File: src/rtl/ep_sel_pkg.sv
package ep_sel_pkg;
  typedef enum logic [1:0] {
    OP_NONE  = 2'b00,
    OP_SEL   = 2'b01,
    OP_PUSH  = 2'b10,
    OP_FETCH = 2'b11
  } ep_op_e;

  typedef enum logic [1:0] {
    ST_OK    = 2'd0,
    ST_NOSEL = 2'd1,
    ST_RFULL = 2'd2,
    ST_LBUSY = 2'd3
  } ep_st_e;
endpackage

File: src/rtl/ep_rst_sync.sv
module ep_rst_sync (
  input  logic clk,
  input  logic rst_n,
  output logic rst_sync_n
);
  logic [1:0] stg;

  always_ff @(posedge clk or negedge rst_n) begin
    if (!rst_n) stg <= 2'b00;
    else        stg <= {stg[0], 1'b1};
  end

  assign rst_sync_n = stg[1];
endmodule

File: src/rtl/ep_sel_latch.sv
module ep_sel_latch #(
  parameter int LA_W = 34
) (
  input  logic            clk,
  input  logic            rst_n,
  input  logic            set_en,
  input  logic [LA_W-1:0] set_line,
  input  logic            clr_en,
  output logic            vld,
  output logic [LA_W-1:0] line
);
  logic vld_nx;
  logic line_en;

  always_comb begin
    vld_nx  = vld;
    line_en = 1'b0;
    if (clr_en) begin
      vld_nx = 1'b0;
    end else if (set_en) begin
      vld_nx  = 1'b1;
      line_en = 1'b1;
    end
  end

  always_ff @(posedge clk or negedge rst_n) begin
    if (!rst_n) begin
      vld  <= 1'b0;
      line <= '0;
    end else begin
      vld <= vld_nx;
      if (line_en) line <= set_line;
    end
  end
endmodule

File: src/rtl/ep_pend_fifo.sv
module ep_pend_fifo #(
  parameter int W     = 34,
  parameter int DEPTH = 4
) (
  input  logic         clk,
  input  logic         rst_n,
  input  logic         push_en,
  input  logic [W-1:0] push_data,
  input  logic         pop_en,
  output logic [W-1:0] pop_data,
  output logic         full,
  output logic         nonempty
);
  localparam int PTR_W = (DEPTH > 1) ? $clog2(DEPTH) : 1;
  localparam int CNT_W = $clog2(DEPTH + 1);
  localparam logic [PTR_W-1:0] LAST = PTR_W'(DEPTH - 1);

  logic [W-1:0]     mem [DEPTH];
  logic [PTR_W-1:0] wr_ptr, rd_ptr, wr_ptr_nx, rd_ptr_nx;
  logic [CNT_W-1:0] cnt, cnt_nx;

  always_comb begin
    wr_ptr_nx = wr_ptr;
    rd_ptr_nx = rd_ptr;
    cnt_nx    = cnt;
    if (push_en) wr_ptr_nx = (wr_ptr == LAST) ? '0 : wr_ptr + 1'b1;
    if (pop_en)  rd_ptr_nx = (rd_ptr == LAST) ? '0 : rd_ptr + 1'b1;
    case ({push_en, pop_en})
      2'b10:   cnt_nx = cnt + 1'b1;
      2'b01:   cnt_nx = cnt - 1'b1;
      default: cnt_nx = cnt;
    endcase
  end

  always_ff @(posedge clk or negedge rst_n) begin
    if (!rst_n) begin
      wr_ptr <= '0;
      rd_ptr <= '0;
      cnt    <= '0;
    end else begin
      wr_ptr <= wr_ptr_nx;
      rd_ptr <= rd_ptr_nx;
      cnt    <= cnt_nx;
    end
  end

  always_ff @(posedge clk) begin
    for (int i = 0; i < DEPTH; i++) begin
      if (push_en && (wr_ptr == PTR_W'(i))) mem[i] <= push_data;
    end
  end

  assign pop_data = mem[rd_ptr];
  assign full     = (cnt == CNT_W'(DEPTH));
  assign nonempty = (cnt != '0);
endmodule

File: src/rtl/ep_flag_tab.sv
module ep_flag_tab #(
  parameter int IDX_W = 4
) (
  input  logic             clk,
  input  logic             rst_n,
  input  logic             clr_all,
  input  logic             set_en,
  input  logic [IDX_W-1:0] set_idx,
  input  logic             drop_a_en,
  input  logic [IDX_W-1:0] drop_a_idx,
  input  logic             drop_b_en,
  input  logic [IDX_W-1:0] drop_b_idx,
  input  logic [IDX_W-1:0] rd_idx,
  output logic             rd_flag
);
  localparam int NL = 1 << IDX_W;

  logic [NL-1:0] flags, flags_nx;

  for (genvar g = 0; g < NL; g++) begin : g_ent
    logic drop_hit, set_hit;
    assign drop_hit = (drop_a_en && (drop_a_idx == IDX_W'(g))) ||
                      (drop_b_en && (drop_b_idx == IDX_W'(g)));
    assign set_hit  = set_en && (set_idx == IDX_W'(g));
    assign flags_nx[g] = clr_all  ? 1'b0 :
                         drop_hit ? 1'b0 :
                         set_hit  ? 1'b1 : flags[g];
  end

  always_ff @(posedge clk or negedge rst_n) begin
    if (!rst_n) flags <= '0;
    else        flags <= flags_nx;
  end

  assign rd_flag = flags[rd_idx];
endmodule

File: src/rtl/ep_sel_ctrl.sv
module ep_sel_ctrl
  import ep_sel_pkg::*;
#(
  parameter int PA_W    = 40,
  parameter int OFS_W   = 6,
  parameter int QID_W   = 4,
  parameter int CORE_W  = 4,
  parameter int CORE_ID = 5,
  parameter int DATA_W  = 512,
  parameter int IDX_W   = 4,
  parameter int PEND_D  = 4
) (
  input  logic                 clk,
  input  logic                 rst_n,
  input  logic                 cmd_valid,
  input  logic [1:0]           cmd_op,
  input  logic [PA_W-1:0]      cmd_addr,
  input  logic [QID_W-1:0]     cmd_qid,
  output logic                 done_valid,
  output logic [1:0]           done_code,
  output logic                 rtr_push_req,
  output logic [PA_W-OFS_W-1:0] rtr_push_line,
  output logic [QID_W-1:0]     rtr_push_qid,
  input  logic                 rtr_push_rsp,
  input  logic                 rtr_push_ok,
  output logic                 push_done_valid,
  output logic [1:0]           push_done_code,
  output logic                 zero_valid,
  output logic [PA_W-OFS_W-1:0] zero_line,
  output logic                 rtr_fetch_req,
  output logic [PA_W-OFS_W-1:0] rtr_fetch_line,
  output logic [QID_W-1:0]     rtr_fetch_qid,
  output logic [CORE_W-1:0]    rtr_fetch_core,
  input  logic                 rtr_fetch_room,
  input  logic                 inj_valid,
  input  logic [PA_W-OFS_W-1:0] inj_line,
  input  logic [DATA_W-1:0]    inj_data,
  output logic                 inj_ack,
  output logic                 inj_nack,
  output logic                 wr_valid,
  output logic [PA_W-OFS_W-1:0] wr_line,
  output logic [DATA_W-1:0]    wr_data,
  input  logic                 ctx_switch,
  input  logic                 page_migr,
  input  logic                 evict_valid,
  input  logic [PA_W-OFS_W-1:0] evict_line,
  output logic                 hold_ctx
);
  localparam int LA_W = PA_W - OFS_W;

  logic            rst_i_n;
  ep_op_e          op;
  logic            is_sel, is_push, is_fetch;
  logic            sel_vld;
  logic [LA_W-1:0] sel_line;
  logic            pend_full, pend_any;
  logic [LA_W-1:0] pend_head;
  logic            push_go, fetch_go, pop_go;
  logic            flag_rd, inj_hit, inj_blocked;

  logic            done_valid_nx;
  logic [1:0]      done_code_nx;
  logic            pd_code_ok;

  ep_rst_sync u_rst (
    .clk        (clk),
    .rst_n      (rst_n),
    .rst_sync_n (rst_i_n)
  );

  assign op       = ep_op_e'(cmd_op);
  assign is_sel   = cmd_valid && (op == OP_SEL);
  assign is_push  = cmd_valid && (op == OP_PUSH);
  assign is_fetch = cmd_valid && (op == OP_FETCH);

  ep_sel_latch #(.LA_W(LA_W)) u_latch (
    .clk      (clk),
    .rst_n    (rst_i_n),
    .set_en   (is_sel),
    .set_line (cmd_addr[PA_W-1:OFS_W]),
    .clr_en   (is_push || is_fetch || ctx_switch || page_migr),
    .vld      (sel_vld),
    .line     (sel_line)
  );

  assign push_go  = is_push && sel_vld && !pend_full;
  assign fetch_go = is_fetch && sel_vld && rtr_fetch_room;
  assign pop_go   = rtr_push_rsp && pend_any;

  ep_pend_fifo #(.W(LA_W), .DEPTH(PEND_D)) u_pend (
    .clk       (clk),
    .rst_n     (rst_i_n),
    .push_en   (push_go),
    .push_data (sel_line),
    .pop_en    (pop_go),
    .pop_data  (pend_head),
    .full      (pend_full),
    .nonempty  (pend_any)
  );

  assign inj_blocked = ctx_switch ||
                       (evict_valid && (evict_line[IDX_W-1:0] == inj_line[IDX_W-1:0]));
  assign inj_hit     = inj_valid && flag_rd && !inj_blocked;

  ep_flag_tab #(.IDX_W(IDX_W)) u_flags (
    .clk        (clk),
    .rst_n      (rst_i_n),
    .clr_all    (ctx_switch),
    .set_en     (fetch_go),
    .set_idx    (sel_line[IDX_W-1:0]),
    .drop_a_en  (evict_valid),
    .drop_a_idx (evict_line[IDX_W-1:0]),
    .drop_b_en  (inj_hit),
    .drop_b_idx (inj_line[IDX_W-1:0]),
    .rd_idx     (inj_line[IDX_W-1:0]),
    .rd_flag    (flag_rd)
  );

  assign rtr_push_req   = push_go;
  assign rtr_push_line  = sel_line;
  assign rtr_push_qid   = cmd_qid;
  assign rtr_fetch_req  = fetch_go;
  assign rtr_fetch_line = sel_line;
  assign rtr_fetch_qid  = cmd_qid;
  assign rtr_fetch_core = CORE_W'(CORE_ID);
  assign hold_ctx       = pend_any;

  always_comb begin
    done_valid_nx = (is_push && !push_go) || is_fetch;
    done_code_nx  = ST_OK;
    if (!sel_vld)     done_code_nx = ST_NOSEL;
    else if (is_push) done_code_nx = ST_LBUSY;
    else if (!rtr_fetch_room) done_code_nx = ST_RFULL;
  end

  assign pd_code_ok = rtr_push_ok;

  always_ff @(posedge clk or negedge rst_i_n) begin
    if (!rst_i_n) begin
      done_valid      <= 1'b0;
      done_code       <= ST_OK;
      push_done_valid <= 1'b0;
      push_done_code  <= ST_OK;
      zero_valid      <= 1'b0;
      zero_line       <= '0;
      inj_ack         <= 1'b0;
      inj_nack        <= 1'b0;
      wr_valid        <= 1'b0;
      wr_line         <= '0;
      wr_data         <= '0;
    end else begin
      done_valid      <= done_valid_nx;
      push_done_valid <= pop_go;
      zero_valid      <= pop_go && pd_code_ok;
      inj_ack         <= inj_hit;
      inj_nack        <= inj_valid && !inj_hit;
      wr_valid        <= inj_hit;
      if (done_valid_nx) done_code <= done_code_nx;
      if (pop_go) begin
        push_done_code <= pd_code_ok ? ST_OK : ST_RFULL;
        zero_line      <= pend_head;
      end
      if (inj_hit) begin
        wr_line <= inj_line;
        wr_data <= inj_data;
      end
    end
  end
endmodule

File: config.mk
export PLATFORM = sky130hd
export DESIGN_NAME = ep_sel_ctrl
export DESIGN_NICKNAME = d
export VERILOG_FILES = /design/src/rtl/ep_sel_pkg.sv /design/src/rtl/ep_rst_sync.sv /design/src/rtl/ep_sel_latch.sv /design/src/rtl/ep_pend_fifo.sv /design/src/rtl/ep_flag_tab.sv /design/src/rtl/ep_sel_ctrl.sv
export SDC_FILE = /design/constraint.sdc
export NUM_CORES = 1
export LEC_CHECK = 0
export ABC_AREA = 1
export BUFFER_PORTS_ARGS = -buffer_cell sky130_fd_sc_hd__buf_2
export CAP_MARGIN = 20
export CORE_AREA = 4 4 506 508
export CTS_CLUSTER_SIZE = 25
export DETAILED_ROUTE_END_ITERATION = 6
export DIE_AREA = 0 0 510 512
export GPL_TIMING_DRIVEN = 0
export PLACE_DENSITY = 0.34
export SETUP_SLACK_MARGIN = 0.5
export SYNTH_ARGS = -nofsm -noshare
export SYNTH_HDL_FRONTEND = slang
export SYNTH_SLANG_ARGS = --single-unit
File: constraint.sdc
create_clock -name clk -period 35 [get_ports clk]
set_input_delay 7 -clock clk [delete_from_list [all_inputs] [get_ports clk]]
set_output_delay 7 -clock clk [all_outputs]
set_load 0.02 [all_outputs]
==> results.md, run 1 <==
* Die Area at between 200000 and 300000 um^2
* Total track usage at 13.9%
* Post-synth EDFFs at between 100 and 150
* Via Count at 29400
* Clk Latency, worst-skew pair at 0.74 ns
* Nets at roughly 5300
* Max IR drop VDD at 0.0416 mV
* # Post-CTS Setup Buffers at 0
* GR Util met1 at ~16%
* WP data required at between 20 and 30 ns
* Max frequency at 65.5 MHz
* PwrDens at around 54 nW/um^2
* Met3 usage at 5.51%
* Max clock buf depth at 3
* Number of library cell types mapped by synthesis at 30
* Global-route wire length before repair at 254 mm
* Largest net degree at the start of global routing at 62
* CP Class: input pin to output pin
* Maxcap violations at 0
* Cell mode on critical path: buf_2
* Fillers at ~28000
* H-tree depth at 3
* Post-DP HPWL at 154 mm
* Register area at slightly above 20000 um^2
* Critical path, cell by cell: buf_2 > nor2_1 > nand3_1 > inv_1 > buf_2
* Core area at 251000 um^2
* Post_cts resized at 0
* Startpoint types: input pin
* Ys Warns at 0
* Met2 Track Usage GR at between 20% and 30%
* Async SR Flop Fraction at 82.7%
* CP max stage cell: nand3_1
* Num CTS Buffers at 100
* Die X at 510 um
* Mapped cell area at around 32000 um^2
* Hold crit path type: flip-flop to async pin
* Synth Instances at 3307
* Crit path arrival time at ~8.3 ns
* Flop-to-flop setup slack at roughly 32 ns
* Count of input and output buffers at around 1300
* Mean Syn Cell Area at roughly 9.5 um^2
* Layout area overhead at 45.7%
* Synth Register Bits at 784
* CP peak stage delay at about 0.46 ns
* Leading post-synthesis cells by cell area: dfrtp_1, nand2_1, edfxtp_1
* Final Max Tran Viols at 0
* Cell taking the most area after synthesis: dfrtp_1
* WHS at between 0.3 and 0.4 ns
* DRC at 0
* I/O pin count at around 1300
* CTS clk-pin slew, worst paths at ~0.06 ns
* Overflow after GRT at 0
* Max-Slew Margin vs Limit at 38.2%
* Via density at 3.60
* CP Max Fanout at 7
* Area share of the largest cell type after synthesis at between 50% and 60%
* Tmin final at 15.27 ns
* Avg WL per Cell at between 20 and 25 um
* Setup violations, final at 0
* Area occupied by multi-input gates at 9570 um^2
* Nature of the critical path endpoint: output pin
* # hold bufs at CTS at 0
* CTS tree: yes
* Initial DRC Count at 1817
* Die outline height at approximately 510 um
* Worst Skew at 0.0741 ns
* Register area share after synthesis at about 64%
* RSZ-0062 raised after global routing: no
* Leakage power at 24.9 nW
* Final period utilization at a little over two fifths
* Grt peak-use layer: met2
* Post-synth top flop: dfrtp_1
* Antenna-violating nets left at 0
* Initial antenna violation count at 84
* Share of post-route cells with drive strength above 1 at 35.9%
* Setup TNS at 0 ns
* Slew @ Worst Pin at 0.927 ns
* Drt first pass iters at 7
* Root Buffer Master: clkbuf_16
* Status: finished, final reports clean
* Starting density of the core at 12.6%
* # clock sinks at 784
* Vias in the first global route at a little under 30000
* Cell row count at around 180
* Final Hold Fails at 0
* Placer congestion estimate at 0.923
* Final wirelength at 188 mm
stage by stage:
step / setup WS (ns) / utilization, % / instance area (um^2) / power (W) / std cells
final: 19.73 / 18.3 / 46000 / 0.00246 / 8150
after floorplan: 15.60 / - / 31600 / 0.00122 / 3311
after CTS: 19.68 / 18.3 / 45900 / 0.00252 / 8119
after global routing: 19.56 / 18.3 / 45900 / 0.00258 / 8138
after detailed placement: 19.69 / 16.9 / 42500 / 0.00141 / 7936
after global placement: 3.60 / 16.7 / 42100 / 0.00141 / 7920
routing by layer:
layer	part of all wire, %	wire, um
met1	39	73300
met2	48	90300
met3	10	18800
met4	2.8	5290
met5	0.20	376
Yosys cell counts (all sizes together) (7+ instances only):
cell and n:
a21oi 22, nor3 7, o21ai 75, a31oi 35, nand2 1192, buf 244
nor2 241, inv 56, edfxtp 136, mux2 30, nand3 576, dfrtp 648
clkbuf 26
sequential cells by signal, summed over array words and instances (netlist names):
register         cells
wr_line             34
u_pend.rd_ptr        2
wr_valid             1
u_latch.line        34
zero_valid           1
inj_nack             1
push_done_valid      1
wr_data            512
u_pend.mem         136
u_latch.vld          1
done_valid           1
u_rst.stg            2
u_flags.flags       16
zero_line           34
u_pend.wr_ptr        2
push_done_code       1
u_pend.cnt           3
done_code            2
layout make-up:
class / count / share of cell area [%]
clock inverters: 38 / 1.02
inverters: 58 / 0.474
plain buffers: 270 / 3.26
flip-flops and latches: 784 / 44.2
well taps: 3348 / 9.11
clock buffers: 145 / 6.34
multi-input cells: 2199 / 20.8
diodes: 31 / 0.169
repair buffers: 1277 / 14.6
where the power goes:
group / internal [W] / switching (W) / total, W
sequential: 0.000973 / 0.0000454 / 0.00102
clock: 0.000630 / 0.000449 / 0.00108
combinational: 0.000121 / 0.000242 / 0.000363
cells by family (layout without fill, tap and decap cells):
kind of cell | count (synthesis) | after routing | synth area share, %
mux | 30 | 30 | 1.07
compound gates | 134 | 134 | 2.28
other cells | 2 | 37 | 0.0238
buf+inv | 328 | 1788 | 5.44
fa+ha+maj | 7 | 7 | 0.302
simple gates | 2018 | 2018 | 26.4
flops | 784 | 784 | 64.4
xor+xnor | 4 | 4 | 0.111
critical path, delay by kind of cell:
kind	cells	cell delay [ns]
buffers and inverters	3	0.67
and+or+nand+nor	2	0.60
path summary, 6_finish.rpt:
path / to / depth (start not counted) / startpoint
max: rtr_push_req / 5 / cmd_op[0]
min: wr_data[40]$_DFFE_PN0P_ / 0 / u_rst.stg[1]$_DFF_PN0_
max reg2reg: u_pend.cnt[2]$_DFFE_PN0P_ / 12 / u_pend.cnt[0]$_DFFE_PN0P_
min reg2reg: wr_data[40]$_DFFE_PN0P_ / 0 / u_rst.stg[1]$_DFF_PN0_
max in group asynchronous: u_rst.stg[1]$_DFF_PN0_ / 1 / rst_n
min in group clk: u_rst.stg[1]$_DFF_PN0_ / 0 / u_rst.stg[0]$_DFF_PN0_
cell usage in the layout, fill, tap and decap left out, drive strengths merged, types with 7 or more instances in the layout:
cell       n
nand3    576
edfxtp   136
a21oi     22
clkinv    30
mux2      30
nor3       7
a31oi     35
inv       58
buf     1521
clkbuf   171
dfrtp    648
o21ai     75
nor2     241
nand2   1192
diode     31
bufinv     7
Power figures use the tool's default switching activity.
==> run 2: changes to the inputs <==
--- a/config.mk
+++ b/config.mk
@@ -5,15 +5,15 @@
 export SDC_FILE = /design/constraint.sdc
 export NUM_CORES = 1
 export LEC_CHECK = 0
-export ABC_AREA = 1
+export ABC_AREA = 0
 export BUFFER_PORTS_ARGS = -buffer_cell sky130_fd_sc_hd__buf_2
 export CAP_MARGIN = 20
-export CORE_AREA = 4 4 506 508
+export CORE_AREA = 4 4 513 515
 export CTS_CLUSTER_SIZE = 25
 export DETAILED_ROUTE_END_ITERATION = 6
-export DIE_AREA = 0 0 510 512
+export DIE_AREA = 0 0 517 519
 export GPL_TIMING_DRIVEN = 0
-export PLACE_DENSITY = 0.34
+export PLACE_DENSITY = 0.33
 export SETUP_SLACK_MARGIN = 0.5
 export SYNTH_ARGS = -nofsm -noshare
 export SYNTH_HDL_FRONTEND = slang
==> constraint.sdc (replaced) <==
create_clock -name clk -period 15.01 [get_ports clk]
set_input_delay 3.002 -clock clk [delete_from_list [all_inputs] [get_ports clk]]
set_output_delay 3.002 -clock clk [all_outputs]
set_load 0.02 [all_outputs]
==> results.md, run 2 <==
* Critical path's top delay family: buffers and inverters
* Layout area overhead at 48.2%
* Clk Latency, worst-skew pair at 0.73 ns
* Post-synth EDFFs at 136
* DRC at 0
* Starting density of the core at a little under an eighth
* # clock sinks at around 780
* Crit path arrival time at 4.27 ns
* Overflow after GRT at 0
* Post_cts resized at 0
* Max clock buf depth at 3
* Via density at 3.19
* Die X at 517 um
* Placer congestion estimate at 0.827
* Core Util, Final at 17.2%
* Synth Area in Adders at 0.317%
* Leading post-synthesis cells by cell area: dfrtp_1, mux2_2, edfxtp_1
* Core area at ~260000 um^2
* Avg WL per Cell at between 20 and 30 um
* Nature of the critical path endpoint: output pin
* Compound-Gate Fraction of Synth Area at 1.50%
* Async SR Flop Fraction at 82.7%
* CP peak stage delay at about 0.36 ns
* CP max stage cell: clkbuf_1
* Reg2Reg Depth at 8
* Commonest non-fill, non-tap cell in the layout: buf_2
* Initial DRC Count at 850
* Final period utilization at about half
* Register area share after synthesis at 67.7%
* Max-Slew Margin vs Limit at 36.0%
* Mapped cell area at 30000 um^2
* WP data required at 12.01 ns
* CTS clk-pin slew, worst paths at 0.06 ns
* Global-route wire length before repair at 219 mm
* Status: finished, final reports clean
* Cell row count at 187
* Mean Syn Cell Area at 17.3 um^2
* Final Hold Fails at 0
* CTS tree: yes
* Synth Area in XOR/XNOR at 0.205%
* CP Max Fanout at 10
* Most frequent cells after synthesis: dfrtp_1, mux2_2, edfxtp_1, buf_4, mux2_1
* # hold bufs at CTS at 0
* Fillers at about 29000
* Max frequency at around 140 MHz
* Count of input and output buffers at 1257
* Number of library cell types mapped by synthesis at 47
* Largest Register: wr_data
* Leakage power at 19.5 nW
* Die Area at 268000 um^2
* Share of post-route cells with drive strength above 1 at 67.0%
* Total track usage at 12.2%
* Setup violations, final at 0
* Cell taking the most area after synthesis: dfrtp_1
* Critical Path Stages at 5
* Dpl cell area at 41000 um^2
* CP Class: input pin to output pin
* Final Max Tran Viols at 0
* Via Count at about 21000
* Post-synthesis mux area share at 25.9%
* Maxcap violations at 0
* Hold crit path type: flip-flop to async pin
* Cell with the most instances after synthesis: dfrtp_1
* Fin area at 44400 um^2
* Largest net degree at the start of global routing at between 60 and 70
* Cell mode on critical path: buf_2
* Root Buffer Master: clkbuf_16
* H-tree depth at 3
* Synth Register Bits at 784
* Simple-Gate Fraction of Synth Area at 1.11%
* Post-DP HPWL at approximately 140 mm
* Die outline height at about 520 um
* I/O pin count at 1309
* Worst Skew at 0.0371 ns
* Crit path buf inv count at 3
* Area share of the largest cell type after synthesis at 54.1%
* Antenna-violating nets left at 0
* # Post-CTS Setup Buffers at 0
* Nets at about 3800
* Drt first pass iters at 4
* Largest regs: wr_data x512, u_pend.mem x136
* Slew @ Worst Pin at 0.960 ns
* Ys Warns at 0
* Post-synth top flop: dfrtp_1
* Max IR drop VDD at 0.0864 mV
* PwrDens at 173 nW/um^2
* Initial antenna violation count at 121
* Startpoint types: input pin
* Tmin final at 7.27 ns
* Synth Instances at 1735
* Largest family of logic cells by synthesized area: multiplexers
* RSZ-0062 raised after global routing: no
* Final wirelength at about 170 mm
* Num CTS Buffers at 103
* Commonest cells after routing, fill and taps aside: buf_2, dfrtp_1, mux2_2
* Max FFs per register at just over 500
* Critical path, cell by cell: buf_2 > a311oi_1 > nor2b_1 > clkbuf_1 > buf_2
* Vias in the first global route at 22400
run 2: changes by cell type after synthesis, moves of 26 or more:
cell | before | now
inv_1 | 52 | 12
nand3_1 | 576 | 2
nand2_1 | 1190 | 17
buf_2 | 171 | 14
nor2_1 | 240 | 14
o21ai_0 | 75 | 5
mux4_2 | 0 | 34
mux2_1 | 0 | 54
a31oi_1 | 35 | 9
buf_4 | 64 | 101
mux2_2 | 30 | 561
run 2: logic make-up (layout without fill, tap and decap cells):
kind of cell    after synthesis  count (layout)
fa+ha+maj                     7               7
compound gates               62              62
simple gates                 65              65
xor+xnor                      7               7
mux                         656             656
other cells                   2              43
flops                       784             784
buf+inv                     152            1613
run 2: area by class of cell:
| type | instances | area, um^2 | area share, % |
|---|---|---|---|
| diodes | 37 | 92.6 | 0.208 |
| plain buffers | 140 | 925 | 2.08 |
| clock buffers | 148 | 2890 | 6.50 |
| clock inverters | 37 | 423 | 0.952 |
| inverters | 12 | 45.0 | 0.101 |
| multi-input cells | 803 | 8740 | 19.7 |
| flip-flops and latches | 784 | 20300 | 45.7 |
| well taps | 3402 | 4260 | 9.58 |
| repair buffers | 1276 | 6740 | 15.2 |
run 2: worst paths after layout:
check	from	slack, ns	end
setup / recovery	cmd_op[0]	7.74	rtr_push_req
hold / removal	u_rst.stg[1]$_DFF_PN0_	0.17	wr_data[90]$_DFFE_PN0P_
setup reg to reg	u_flags.flags[14]$_DFFE_PN0P_	11.88	wr_line[0]$_DFFE_PN0P_
hold reg to reg	u_rst.stg[1]$_DFF_PN0_	0.17	wr_data[90]$_DFFE_PN0P_
max in group asynchronous	u_rst.stg[1]$_DFF_PN0_	12.78	wr_line[33]$_DFFE_PN0P_
min in group clk	u_rst.stg[0]$_DFF_PN0_	0.35	u_rst.stg[1]$_DFF_PN0_
run 2: metal layers:
layer  routed length (um)  vias up  GRT usage (%)  part of all wire (%)
li1                     -     9119              -                     -
met1                57100    10700           12.0                    34
met2                89000      980           22.7                    53
met3                18300      284           5.75                    11
met4                 3900       86           2.90                   2.3
met5                  553        -              0                  0.33
run 2: power by group:
group	internal [W]	switching, W	leakage [nW]	total [W]
clock network	0.00144	0.00103	1.60	0.00247
logic	0.000833	0.00146	8.91	0.00229
registers	0.00264	0.000283	9.00	0.00292
run 2: metrics by stage:
step	std cells	hold slack, ns	setup WS, ns	total power [W]	setup TNS, ns
after floorplan	1739	0.331	4.48	0.00412	0
after global placement	6398	0.337	-2.27	0.00535	-1296.41
after detailed placement	6417	0.168	7.74	0.00537	0
after CTS	6602	0.166	7.72	0.00793	0
after global routing	6620	0.172	7.66	0.00811	0
final	6639	0.166	7.74	0.00767	0
==> run 3: changes to the inputs <==
--- a/config.mk
+++ b/config.mk
@@ -5,15 +5,15 @@
 export SDC_FILE = /design/constraint.sdc
 export NUM_CORES = 1
 export LEC_CHECK = 0
-export ABC_AREA = 0
+export ABC_AREA = 1
 export BUFFER_PORTS_ARGS = -buffer_cell sky130_fd_sc_hd__buf_2
 export CAP_MARGIN = 20
-export CORE_AREA = 4 4 513 515
+export CORE_AREA = 4 4 511 513
 export CTS_CLUSTER_SIZE = 25
 export DETAILED_ROUTE_END_ITERATION = 6
-export DIE_AREA = 0 0 517 519
+export DIE_AREA = 0 0 515 517
 export GPL_TIMING_DRIVEN = 0
-export PLACE_DENSITY = 0.33
+export PLACE_DENSITY = 0.34
 export SETUP_SLACK_MARGIN = 0.5
 export SYNTH_ARGS = -nofsm -noshare
 export SYNTH_HDL_FRONTEND = slang
==> constraint.sdc (replaced) <==
create_clock -name clk -period 7.3 [get_ports clk]
set_input_delay 1.46 -clock clk [delete_from_list [all_inputs] [get_ports clk]]
set_output_delay 1.46 -clock clk [all_outputs]
set_load 0.02 [all_outputs]
==> results.md, run 3 (same netlist as run 1, synthesis figures left out) <==
* Register area at 20300 um^2
* RSZ-0062 raised after global routing: no
* Hold crit path type: flip-flop to async pin
* Global-route wire length before repair at roughly 250 mm
* GR Util met1 at 15.3%
* Setup TNS at 0 ns
* CTS clk-pin slew, worst paths at 0.06 ns
* Initial antenna violation count at 91
* Cell mode on critical path: buf_2
* Core area at 256000 um^2
* Final Max Tran Viols at 0
* Leakage power at 24.9 nW
* Avg WL per Cell at 22.9 um
* Nets at 5336
* H-tree depth at 3
* CP Class: input pin to output pin
* Critical path's top delay family: buffers and inverters
* Placer congestion estimate at 0.885
* WP data required at 5.84 ns
* Maxcap violations at 0
* Startpoint types: input pin
* Status: finished, final reports clean
* # hold bufs at CTS at 0
* Worst Skew at between 0.06 and 0.07 ns
* Grt peak-use layer: met2
* I/O pin count at 1309
* Drt first pass iters at 5
* Total track usage at 13.5%
* CP peak stage delay at 0.46 ns
* Largest regs: wr_data x512, u_pend.mem x136
* DRC at 0
* Slew @ Worst Pin at 0.920 ns
* Critical path, cell by cell: buf_2 > nor2_1 > nand3_1 > inv_1 > buf_2
* Final period utilization at 57.1%
* Die outline height at 517 um
* Post-DP HPWL at ~150 mm
* Max FFs per register at 512
* Via Count at around 29000
* Largest net degree at the start of global routing at 61
* Met3 usage at 4.70%
* Cell row count at 186
* Antenna-violating nets left at 0
* Tmin final at 4.17 ns
* Vias in the first global route at 29600
* Final Non-Filler Cells at 8196
* Crit path arrival time at 2.71 ns
* Area occupied by multi-input gates at 9570 um^2
* CP Max Fanout at 7
* Starting density of the core at 12.3%
* Max frequency at 240 MHz
* # Post-CTS Setup Buffers at 0
* Max IR drop VDD at between 0.15 and 0.2 mV
* CTS tree: yes
* Nature of the critical path endpoint: output pin
* Clk Latency, worst-skew pair at 0.75 ns
* Setup violations, final at 0
* Largest Register: wr_data
* Final Hold Fails at 0
* Placed insts at 7972
* Share of post-route cells with drive strength above 1 at 35.9%
* Final wirelength at 188 mm
* Die Area at 266000 um^2
* Num CTS Buffers at 103
* Overflow after GRT at 0
* Post_cts resized at 0
* Initial DRC Count at 1726
* Count of input and output buffers at about 1300
* CP max stage cell: nand3_1
* # clock sinks at 784
* Max-Slew Margin vs Limit at approximately 39%
* Die X at between 500 and 600 um
* Commonest non-fill, non-tap cell in the layout: buf_2
* Commonest cells after routing, fill and taps aside: buf_2, nand2_1, dfrtp_1
* Layout area overhead at 46.3%
* Fillers at roughly 29000
* Root Buffer Master: clkbuf_16
* Max clock buf depth at 3
* Met2 Track Usage GR at 23.7%
* Via density at between 3 and 4
* PwrDens at approximately 260 nW/um^2
* Crit path buf inv count at 3
[run 3: changes by cell type in the layout (fill, tap and decap cells not counted), sizes merged, moves of 8 or more]
cell / previous run / this run
a211oi: 11 / 0
a21oi: 13 / 22
a31oi: 9 / 35
buf: 1395 / 1521
clkbuf: 169 / 178
inv: 15 / 60
mux2: 615 / 30
mux4: 34 / 0
nand2: 17 / 1192
nand3: 2 / 576
nor2: 14 / 241
nor2b: 8 / 0
o21ai: 5 / 75
[run 3: final timing paths]
check | slack [ns] | cells past startpoint | endpoint | start
worst min-delay path | 0.29 | 0 | wr_data[20]$_DFFE_PN0P_ | u_rst.stg[1]$_DFF_PN0_
worst min register to register | 0.29 | 0 | wr_data[20]$_DFFE_PN0P_ | u_rst.stg[1]$_DFF_PN0_
max in group asynchronous | 5.17 | 4 | wr_data[128]$_DFFE_PN0P_ | u_rst.stg[1]$_DFF_PN0_
min in group clk | 0.36 | 0 | u_rst.stg[1]$_DFF_PN0_ | u_rst.stg[0]$_DFF_PN0_
worst max register to register | 3.95 | 12 | u_pend.cnt[2]$_DFFE_PN0P_ | u_pend.cnt[0]$_DFFE_PN0P_
worst max-delay path | 3.13 | 5 | rtr_push_req | cmd_op[0]
[run 3: routing by layer]
metal	wire length, um	part of all wire (%)
met1	71900	38
met2	93600	50
met3	16100	8.6
met4	6030	3.2
met5	352	0.19
[run 3: cell type report]
type / count / share of cell area [%]
tap: 3384 / 9.17
sequential: 784 / 44.0
multi-input combinational: 2199 / 20.7
antenna: 33 / 0.179
timing repair buffer: 1277 / 14.6
clock buffer: 152 / 6.42
inverter: 58 / 0.472
buffer: 270 / 3.25
clock inverter: 39 / 1.19
[run 3: report_power, final]
group          leakage [nW]  total, W  switching, W  internal, W
logic                  13.1   0.00175       0.00116     0.000583
clock network          1.71   0.00533       0.00221      0.00311
registers              10.1   0.00487      0.000208      0.00467
total                  24.9    0.0119       0.00359      0.00836
[run 3: per-stage QoR]
step / total power (W) / hold slack (ns) / setup slack (ns) / util [%] / instance area (um^2)
global placement: 0.00672 / 0.336 / -3.13 / 16.4 / 42100
finish: 0.0119 / 0.289 / 3.13 / 18.0 / 46200
detailed placement: 0.00676 / 0.334 / 2.84 / 16.6 / 42600
global route: 0.0125 / 0.319 / 2.97 / 18.0 / 46100
floorplan: 0.00583 / 0.331 / 1.03 / - / 31600
CTS: 0.0122 / 0.304 / 3.10 / 18.0 / 46100
